<file path="config.mk">
export PLATFORM = sky130hd
export DESIGN_NAME = xint_ctrl
export DESIGN_NICKNAME = d
export VERILOG_FILES = /design/src/rtl/xint_pkg.sv /design/src/rtl/xint_sync.sv /design/src/rtl/xint_filter.sv /design/src/rtl/xint_chan.sv /design/src/rtl/xint_ctrl.sv
export SDC_FILE = /design/constraint.sdc
export NUM_CORES = 1
export LEC_CHECK = 0
export BUFFER_PORTS_ARGS = -buffer_cell sky130_fd_sc_hd__buf_2
export CAP_MARGIN = 20
export CORE_MARGIN = 2
export CORE_UTILIZATION = 46
export DETAILED_ROUTE_END_ITERATION = 8
export GPL_TIMING_DRIVEN = 0
export PLACE_DENSITY = 0.83
export SYNTH_ARGS = -nofsm -noshare
export SYNTH_HDL_FRONTEND = slang
export SYNTH_HIERARCHICAL = 1
export SYNTH_SLANG_ARGS = --single-unit
</file>
<file path="constraint.sdc">
create_clock -name clk -period 1.5 [get_ports clk]
set_clock_uncertainty 0.05 [all_clocks]
set_input_delay 0.3 -clock clk [delete_from_list [all_inputs] [get_ports clk]]
set_output_delay 0.3 -clock clk [all_outputs]
set_load 0.05 [all_outputs]
</file>
<file path="src/rtl/xint_pkg.sv">
package xint_pkg;
    localparam int unsigned NUM_SRC  = 4;
    localparam int unsigned VEC_W    = 8;
    localparam logic [7:0]  VEC_BASE = 8'h03;
    localparam logic [7:0]  VEC_STEP = 8'h08;

    typedef enum logic [1:0] {
        MODE_RISE = 2'b00,
        MODE_FALL = 2'b01,
        MODE_ALTA = 2'b10,
        MODE_ALTB = 2'b11
    } xint_mode_e;

    typedef enum logic [1:0] {
        FSEL_FULL  = 2'b00,
        FSEL_MID   = 2'b01,
        FSEL_SLOW  = 2'b10,
        FSEL_SLOWB = 2'b11
    } xint_fsel_e;
endpackage

</file>
<file path="src/rtl/xint_sync.sv">
module xint_sync #(
    parameter int unsigned W = 4
) (
    input  logic         clk,
    input  logic         rst_n,
    input  logic [W-1:0] din,
    output logic [W-1:0] dout
);
    typedef struct packed {
        logic [W-1:0] s1;
        logic [W-1:0] s2;
    } sync_st_t;

    sync_st_t st_d, st_q;

    always_comb begin
        st_d    = st_q;
        st_d.s1 = din;
        st_d.s2 = st_q.s1;
    end

    always_ff @(posedge clk or negedge rst_n) begin
        if (!rst_n) st_q <= '0;
        else        st_q <= st_d;
    end

    assign dout = st_q.s2;
endmodule

</file>
<file path="src/rtl/xint_filter.sv">
module xint_filter
    import xint_pkg::*;
#(
    parameter int unsigned DIV_MID  = 16,
    parameter int unsigned DIV_SLOW = 64
) (
    input  logic       clk,
    input  logic       rst_n,
    input  logic [1:0] sel,
    input  logic       din,
    output logic       dout
);
    localparam int unsigned PW = $clog2(DIV_SLOW);
    localparam int unsigned MW = $clog2(DIV_MID);

    typedef struct packed {
        logic [PW-1:0] pre;
        logic          hit;
        logic          lvl;
    } filt_st_t;

    filt_st_t st_d, st_q;
    logic     strobe;

    always_comb begin
        case (xint_fsel_e'(sel))
            FSEL_FULL: strobe = 1'b1;
            FSEL_MID:  strobe = (st_q.pre[MW-1:0] == '0);
            default:   strobe = (st_q.pre == '0);
        endcase
    end

    always_comb begin
        st_d     = st_q;
        st_d.pre = st_q.pre + 1'b1;
        if (strobe) begin
            if (din != st_q.lvl) begin
                if (st_q.hit) begin
                    st_d.lvl = din;
                    st_d.hit = 1'b0;
                end else begin
                    st_d.hit = 1'b1;
                end
            end else begin
                st_d.hit = 1'b0;
            end
        end
    end

    always_ff @(posedge clk or negedge rst_n) begin
        if (!rst_n) st_q <= '0;
        else        st_q <= st_d;
    end

    assign dout = st_q.lvl;
endmodule

</file>
<file path="src/rtl/xint_chan.sv">
module xint_chan
    import xint_pkg::*;
#(
    parameter bit LEVEL_OK = 1'b1
) (
    input  logic       clk,
    input  logic       rst_n,
    input  logic       sig,
    input  logic [1:0] mode,
    input  logic       clr,
    output logic       pend,
    output logic       evt
);
    typedef struct packed {
        logic prev;
        logic pend;
        logic evt;
    } chan_st_t;

    chan_st_t st_d, st_q;
    logic     rise, fall, hit, is_level;

    always_comb begin
        rise     = sig & ~st_q.prev;
        fall     = ~sig & st_q.prev;
        is_level = LEVEL_OK && mode[1];
        case (xint_mode_e'(mode))
            MODE_RISE: hit = rise;
            MODE_FALL: hit = fall;
            default:   hit = LEVEL_OK ? 1'b0 : (rise | fall);
        endcase

        st_d      = st_q;
        st_d.prev = sig;
        if (is_level) begin
            st_d.pend = mode[0] ? ~sig : sig;
            st_d.evt  = 1'b0;
        end else begin
            st_d.pend = (st_q.pend & ~clr) | hit;
            st_d.evt  = hit;
        end
    end

    always_ff @(posedge clk or negedge rst_n) begin
        if (!rst_n) st_q <= '0;
        else        st_q <= st_d;
    end

    assign pend = st_q.pend;
    assign evt  = st_q.evt;
endmodule

</file>
<file path="src/rtl/xint_ctrl.sv">
module xint_ctrl
    import xint_pkg::*;
#(
    parameter int unsigned DIV_MID  = 16,
    parameter int unsigned DIV_SLOW = 64
) (
    input  logic               clk,
    input  logic               rst_n,
    input  logic [NUM_SRC-1:0] ext_in,
    input  logic [2*NUM_SRC-1:0] mode_cfg,
    input  logic [1:0]         filt_sel,
    input  logic [NUM_SRC-1:0] irq_en,
    input  logic               irq_ack,
    output logic               irq_req,
    output logic [VEC_W-1:0]   irq_vec,
    output logic [1:0]         tmr_evt,
    output logic               wake_req
);
    localparam int unsigned SEL_W = $clog2(NUM_SRC);

    logic [NUM_SRC-1:0] sync_w, sig_w, pend_w, evt_w, clr_w, act_w;
    logic               filt3_w, any_w;
    logic [SEL_W-1:0]   sel_w;

    xint_sync #(.W(NUM_SRC)) u_sync (
        .clk(clk), .rst_n(rst_n), .din(ext_in), .dout(sync_w)
    );

    xint_filter #(.DIV_MID(DIV_MID), .DIV_SLOW(DIV_SLOW)) u_filt (
        .clk(clk), .rst_n(rst_n), .sel(filt_sel),
        .din(sync_w[NUM_SRC-1]), .dout(filt3_w)
    );

    assign sig_w = {filt3_w, sync_w[NUM_SRC-2:0]};

    for (genvar i = 0; i < NUM_SRC; i++) begin : g_chan
        xint_chan #(.LEVEL_OK(i < 2)) u_chan (
            .clk  (clk),
            .rst_n(rst_n),
            .sig  (sig_w[i]),
            .mode (mode_cfg[2*i+1:2*i]),
            .clr  (clr_w[i]),
            .pend (pend_w[i]),
            .evt  (evt_w[i])
        );
    end

    always_comb begin
        act_w = pend_w & irq_en;
        any_w = |act_w;
        sel_w = '0;
        for (int i = NUM_SRC - 1; i >= 0; i--) begin
            if (act_w[i]) sel_w = SEL_W'(i);
        end
        clr_w   = (irq_ack && any_w) ? (NUM_SRC'(1) << sel_w) : '0;
        irq_vec = any_w ? (VEC_BASE + VEC_STEP * VEC_W'(sel_w)) : '0;
    end

    assign irq_req  = any_w;
    assign tmr_evt  = evt_w[NUM_SRC-1:NUM_SRC-2];
    assign wake_req = |act_w[1:0];
endmodule

</file>
== After elaboration in Yosys (flattened, before gate mapping) ==
Cells that the tools add are included.

* Bitwise logic cells: 31
* Equality and inequality tests: 6
* Shift operators: 1
* Muxes and demuxes: 17
* Add/sub/neg operators: 2
* Reductions and logical operators: 11

{| class="wikitable"
|+ Operators by type and width
! cell !! number
|-
| AND 1 bit || 12
|-
| two-way mux 2 bit || 6
|-
| NOT 1 bit || 12
|-
| equality test 2 x 1 -> 1 bit (second input constant) || 5
|-
| zero test 2 bit || 5
|-
| case mux 1 bit (2 select lines) || 5
|-
| adder 2 x 5 -> 6 bit (first input constant) || 1
|-
| adder 6 x 1 -> 6 bit (second input constant) || 1
|-
| zero test 6 bit || 1
|-
| two-way mux 6 bit || 1
|-
| bitwise OR 1 bit || 6
|-
| AND 4 bit || 1
|-
| zero test 4 bit || 1
|-
| two-way mux 1 bit || 4
|-
| two-way mux 4 bit || 1
|-
| OR reduction 4 bit || 1
|-
| << shifter 1 x 2 -> 4 bit (first input constant) || 1
|-
| AND reduction 3 bit || 1
|-
| OR reduction 2 bit || 1
|-
| logical AND 1 bit || 1
|-
| != test 1 bit || 1
|}

* Bits of input ports: 21
* Register bits after elaboration: 26

== Depth between registers and ports, before layout ==
* Word-level depth: 11
* Mapped depth: 5
* Depth with buffers taken out: 5

== Modules after synthesis ==
The synthesis kept the hierarchy.

{| class="wikitable"
|+ By module, submodules not included
! module !! times used !! cells an instance !! area each (um2) !! sequential area each (um2)
|-
| xint_filter || 1 || 30 || 360.3 || 200.2
|-
| xint_chan at g_chan[2].u_chan ... || 2 || 12 || 141.4 || 75.1
|-
| xint_chan at g_chan[0].u_chan ... || 2 || 12 || 138.9 || 75.1
|-
| xint_sync || 1 || 8 || 200.2 || 200.2
|-
| xint_ctrl || 1 || 24 || 155.1 || 0.0
|}

== Least setup slack after synthesis ==
No wires, ideal clock.

* Kind: register -> output
* Start point: register g_chan[1].u_chan.st_q (netlist bit g_chan[1].u_chan/pend)
* End point: output port irq_vec[4]
* Path slack: -0.412 ns
* Data required time: 1.150 ns
* Cell stages (with the launch flop): 4
* Arrival time: 1.562 ns
* Cell sequence: dfrtp_1 -> nand2_2 -> nand2_1 -> nor2_1

* Word-level cells in the longest chain between the ends: 5
* Elaborated cells on any way between the ends: 6
* Those cells by class: 1 x add/sub; 3 x mux; 1 x bitwise; 1 x reduce/logical

{| class="wikitable"
|+ Ends and longest elaborated chain
! item !! line !! text
|-
| start: declaration || xint_chan.sv:20 || <nowiki>chan_st_t st_d, st_q;</nowiki>
|-
| start signal: assignment || xint_chan.sv:46 || <nowiki>else st_q <= st_d;</nowiki>
|-
| AND 4 bit (*) || xint_ctrl.sv:49 || <nowiki>act_w = pend_w & irq_en;</nowiki>
|-
| two-way mux 2 bit (2 in series) || xint_ctrl.sv:53 || <nowiki>if (act_w[i]) sel_w = SEL_W'(i);</nowiki>
|-
| adder 2 x 5 -> 6 bit || xint_ctrl.sv:56 || <nowiki>irq_vec = any_w ? (VEC_BASE + VEC_STEP * VEC_W'(sel_w)) : '0;</nowiki>
|-
| two-way mux 6 bit (*) || xint_ctrl.sv:56 ||
|-
| end: declaration || xint_ctrl.sv:15 || <nowiki>output logic [VEC_W-1:0] irq_vec,</nowiki>
|}

Every way passes the cells marked *; elsewhere a longest branch is shown, timed or not.

== Final worst setup path ==
* Start point: register g_chan[2].u_chan.st_q (netlist bit g_chan[2].u_chan/pend)
* End point: output port irq_vec[0]

* Word-level cells in the longest chain between the ends: 3

{| class="wikitable"
|+ Ends and longest elaborated chain
! item !! line !! text
|-
| start: declaration || xint_chan.sv:20 ||
|-
| start signal: assignment || xint_chan.sv:46 ||
|-
| AND 4 bit || xint_ctrl.sv:49 ||
|-
| OR reduction 4 bit || xint_ctrl.sv:50 || <nowiki>any_w = |act_w;</nowiki>
|-
| two-way mux 6 bit || xint_ctrl.sv:56 ||
|}

No other way between the ends.

==> parameters.txt <==
Parameter                              Value

Floorplanning
  Die extent in y ... 54.6 microns
  Row count ... 18
  Die Width ... 54.6 microns
  Total I/O pin count ... 33
  Overall die area ... 2980 sq um
  Starting density of the core ... 48.0%
  Std-Cell Core Area ... around 2500 sq um

Clocking
  Clock buffer depth ... 2
  Number of clock sinks ... 26
  Clock transition time at the flip-flop clock pins of the worst setup and hold paths ... 0.12 ns
  CTS Buf Count ... 3
  Master cell of the clock root buffer ... sky130_fd_sc_hd__clkbuf_4
  Latest clock arrival within the worst-skew pair ... 0.30 ns
  CTS tree ... built
  Depth of the CTS H-tree ... 1

Setup path
  Start-to-end type of the worst setup path ... register to output pin
  Maximum fanout count along the critical path ... 3
  Critical path launch point type ... register
  Critical path data arrival time ... 1.37 ns
  Slack of the worst reg-to-reg path ... 0.05 ns
  Worst Reg-to-Reg Cells ... 5
  Crit path required time ... between 1 and 1.5 ns
  Setup crit end kind ... output pin

Logic synthesis
  Post-synth design cell area ... 1180 sq um
  Mean instance size in the synthesized netlist ... approximately 12 sq um
  Number of standard cells after synthesis ... 102
  Synthesis Warnings ... 6

Timing
  Post-route setup slack ... -0.215 ns
  Worst-Margin Slew ... 0.569 ns
  Final hold viol count ... 0
  Final-layout setup total negative slack ... -0.905 ns
  Period Utilization, post-route ... 114%
  Fmax achieved ... 0.583 GHz
  Worst relative slew slack ... between 60% and 70%
  Min Tclk post-route ... ~1.7 ns
  Count of endpoints failing setup in the final report ... 5
  Fin. max-slew vios ... 0
  Setup repair after global routing missed its margin ... true

Placement
  Count of buffers from port buffering ... 28
  DP Wirelength ... 1420 microns
  Placed cell areas ... 1390 sq um
  RePlAce Congestion ... 0.742

Cells and area
  Layout Cell Area excl Fill ... 1590 sq um
  Area growth from synthesis to layout ... 34.7%
  Most frequent cells in the layout ... sky130_fd_sc_hd__dfrtp_1, sky130_fd_sc_hd__buf_2, sky130_fd_sc_hd__buf_4
  Fraction of layout cells with a size suffix above 1 ... 43.5%
  Most common cell after layout, fill and taps aside ... sky130_fd_sc_hd__dfrtp_1
  Antenna diode count ... 0
  Fin nets ... 176

Global route
  Number of global-route vias before repair ... approximately 800
  Total congestion overflow ... 0
  Antenna violations before repair ... 0
  First-pass GRT wire length ... around 3000 microns
  Tot GR Track Use ... 14.6%
  Largest net degree at the start of global routing ... 27

Detailed routing
  Number of nets still failing antenna checks after routing ... 0
  WL per Instance ... about 12 microns
  Length of the first detailed-routing pass in iterations ... 4
  Drt via density ... between 4 and 5
  DRC marker count from the first detailed-route iteration ... 8
  Residual DRC count ... 0
  Routed wire length ... roughly 2100 microns
  Vias post-DR ... 857

Run status
  Violated checks ... negative setup slack
  Run status ... finished, violations left

Pwr
  Leakage component of the power ... about 0.8 nW
  PwrDens ... 1150 nW/um^2
  Worst VDD drop ... 0.885 mV

Flow run
  Max_cap viols ... 0

Hold path
  Hold Path Stages ... 1
  Type of the tightest min-delay check ... primary input to register
-- registers in the layout, summed over array words and instances (netlist names) --
signal,flops
g_chan.u_chan/st_q,4
u_sync/st_d,4
u_filt/dout,1
u_sync/dout,4
g_chan.u_chan/pend,4
g_chan.u_chan/evt,2
u_filt/st_q,7
-- final timing paths --
check / startpoint / endpoint
setup / recovery: g_chan[2].u_chan/pend$_DFF_PN0_ / irq_vec[0]
hold / removal: ext_in[3] / u_sync/st_d[3]$_DFF_PN0_
setup reg to reg: u_filt/st_q[3]$_DFF_PN0_ / u_filt/dout$_DFFE_PN0P_
hold reg to reg: u_sync/st_d[1]$_DFF_PN0_ / u_sync/dout[1]$_DFF_PN0_
max in group asynchronous: rst_n / u_filt/st_q[6]$_DFF_PN0_
min in group asynchronous: rst_n / g_chan[2].u_chan/pend$_DFF_PN0_
-- critical path: stages, from the launching register on --
cell and delay [ns]:
sky130_fd_sc_hd__dfrtp_1 0.41, sky130_fd_sc_hd__a22oi_2 0.17, sky130_fd_sc_hd__buf_6 0.13, sky130_fd_sc_hd__nand3_4 0.09, sky130_fd_sc_hd__buf_6 0.12, sky130_fd_sc_hd__buf_8 0.14
-- layer usage --
metal	GRT usage [%]	share of wire, %	up-vias
met2	26.8	52	29
li1	-	-	419
met5	0	0	-
met1	15.7	41	407
met4	7.50	0.91	0
met3	2.46	6.5	2
-- power breakdown --
part	leakage [nW]	internal (mW)	switching, mW	total (mW)
registers	0.302	0.794	0.0710	0.865
logic	0.485	0.307	0.380	0.687
clock network	0.0138	0.0937	0.179	0.272
-- through the flow --
step | cells | total power, mW | hold slack [ns] | worst slack (ns) | utilization [%]
2_1_floorplan | 105 | 1.30 | -0.0456 | -0.00549 | -
3_3_place_gp | 163 | 1.40 | 0.265 | -0.000920 | 56.6
3_5_place_dp | 163 | 1.44 | 0.272 | -0.0548 | 56.6
4_1_cts | 172 | 1.81 | 0.0279 | -0.266 | 61.8
5_1_grt | 177 | 1.94 | 0.0139 | -0.276 | 64.7
6_report | 177 | 1.82 | 0.0390 | -0.215 | 64.7
-- layout make-up --
cell class | instances | area, sq um
buffer | 8 | 67.6
inverter | 10 | 37.5
multi-input combinational | 61 | 497
clock buffer | 3 | 22.5
sequential | 26 | 651
timing repair buffer | 39 | 275
fill | 189 | 867
tap | 30 | 37.5
-- repair_timing --
| item | 4_1_cts | 5_1_grt |
|---|---|---|
| setup buffers | 5 | 5 |
| hold endpoints to repair | 26 | 0 |
| hold buffers | 1 | 0 |
| setup endpoints to repair | 7 | 7 |
| pin swaps | 7 | 3 |
| gates resized for setup | 16 | 9 |
Note: power is estimated with default switching activity, not from simulation.
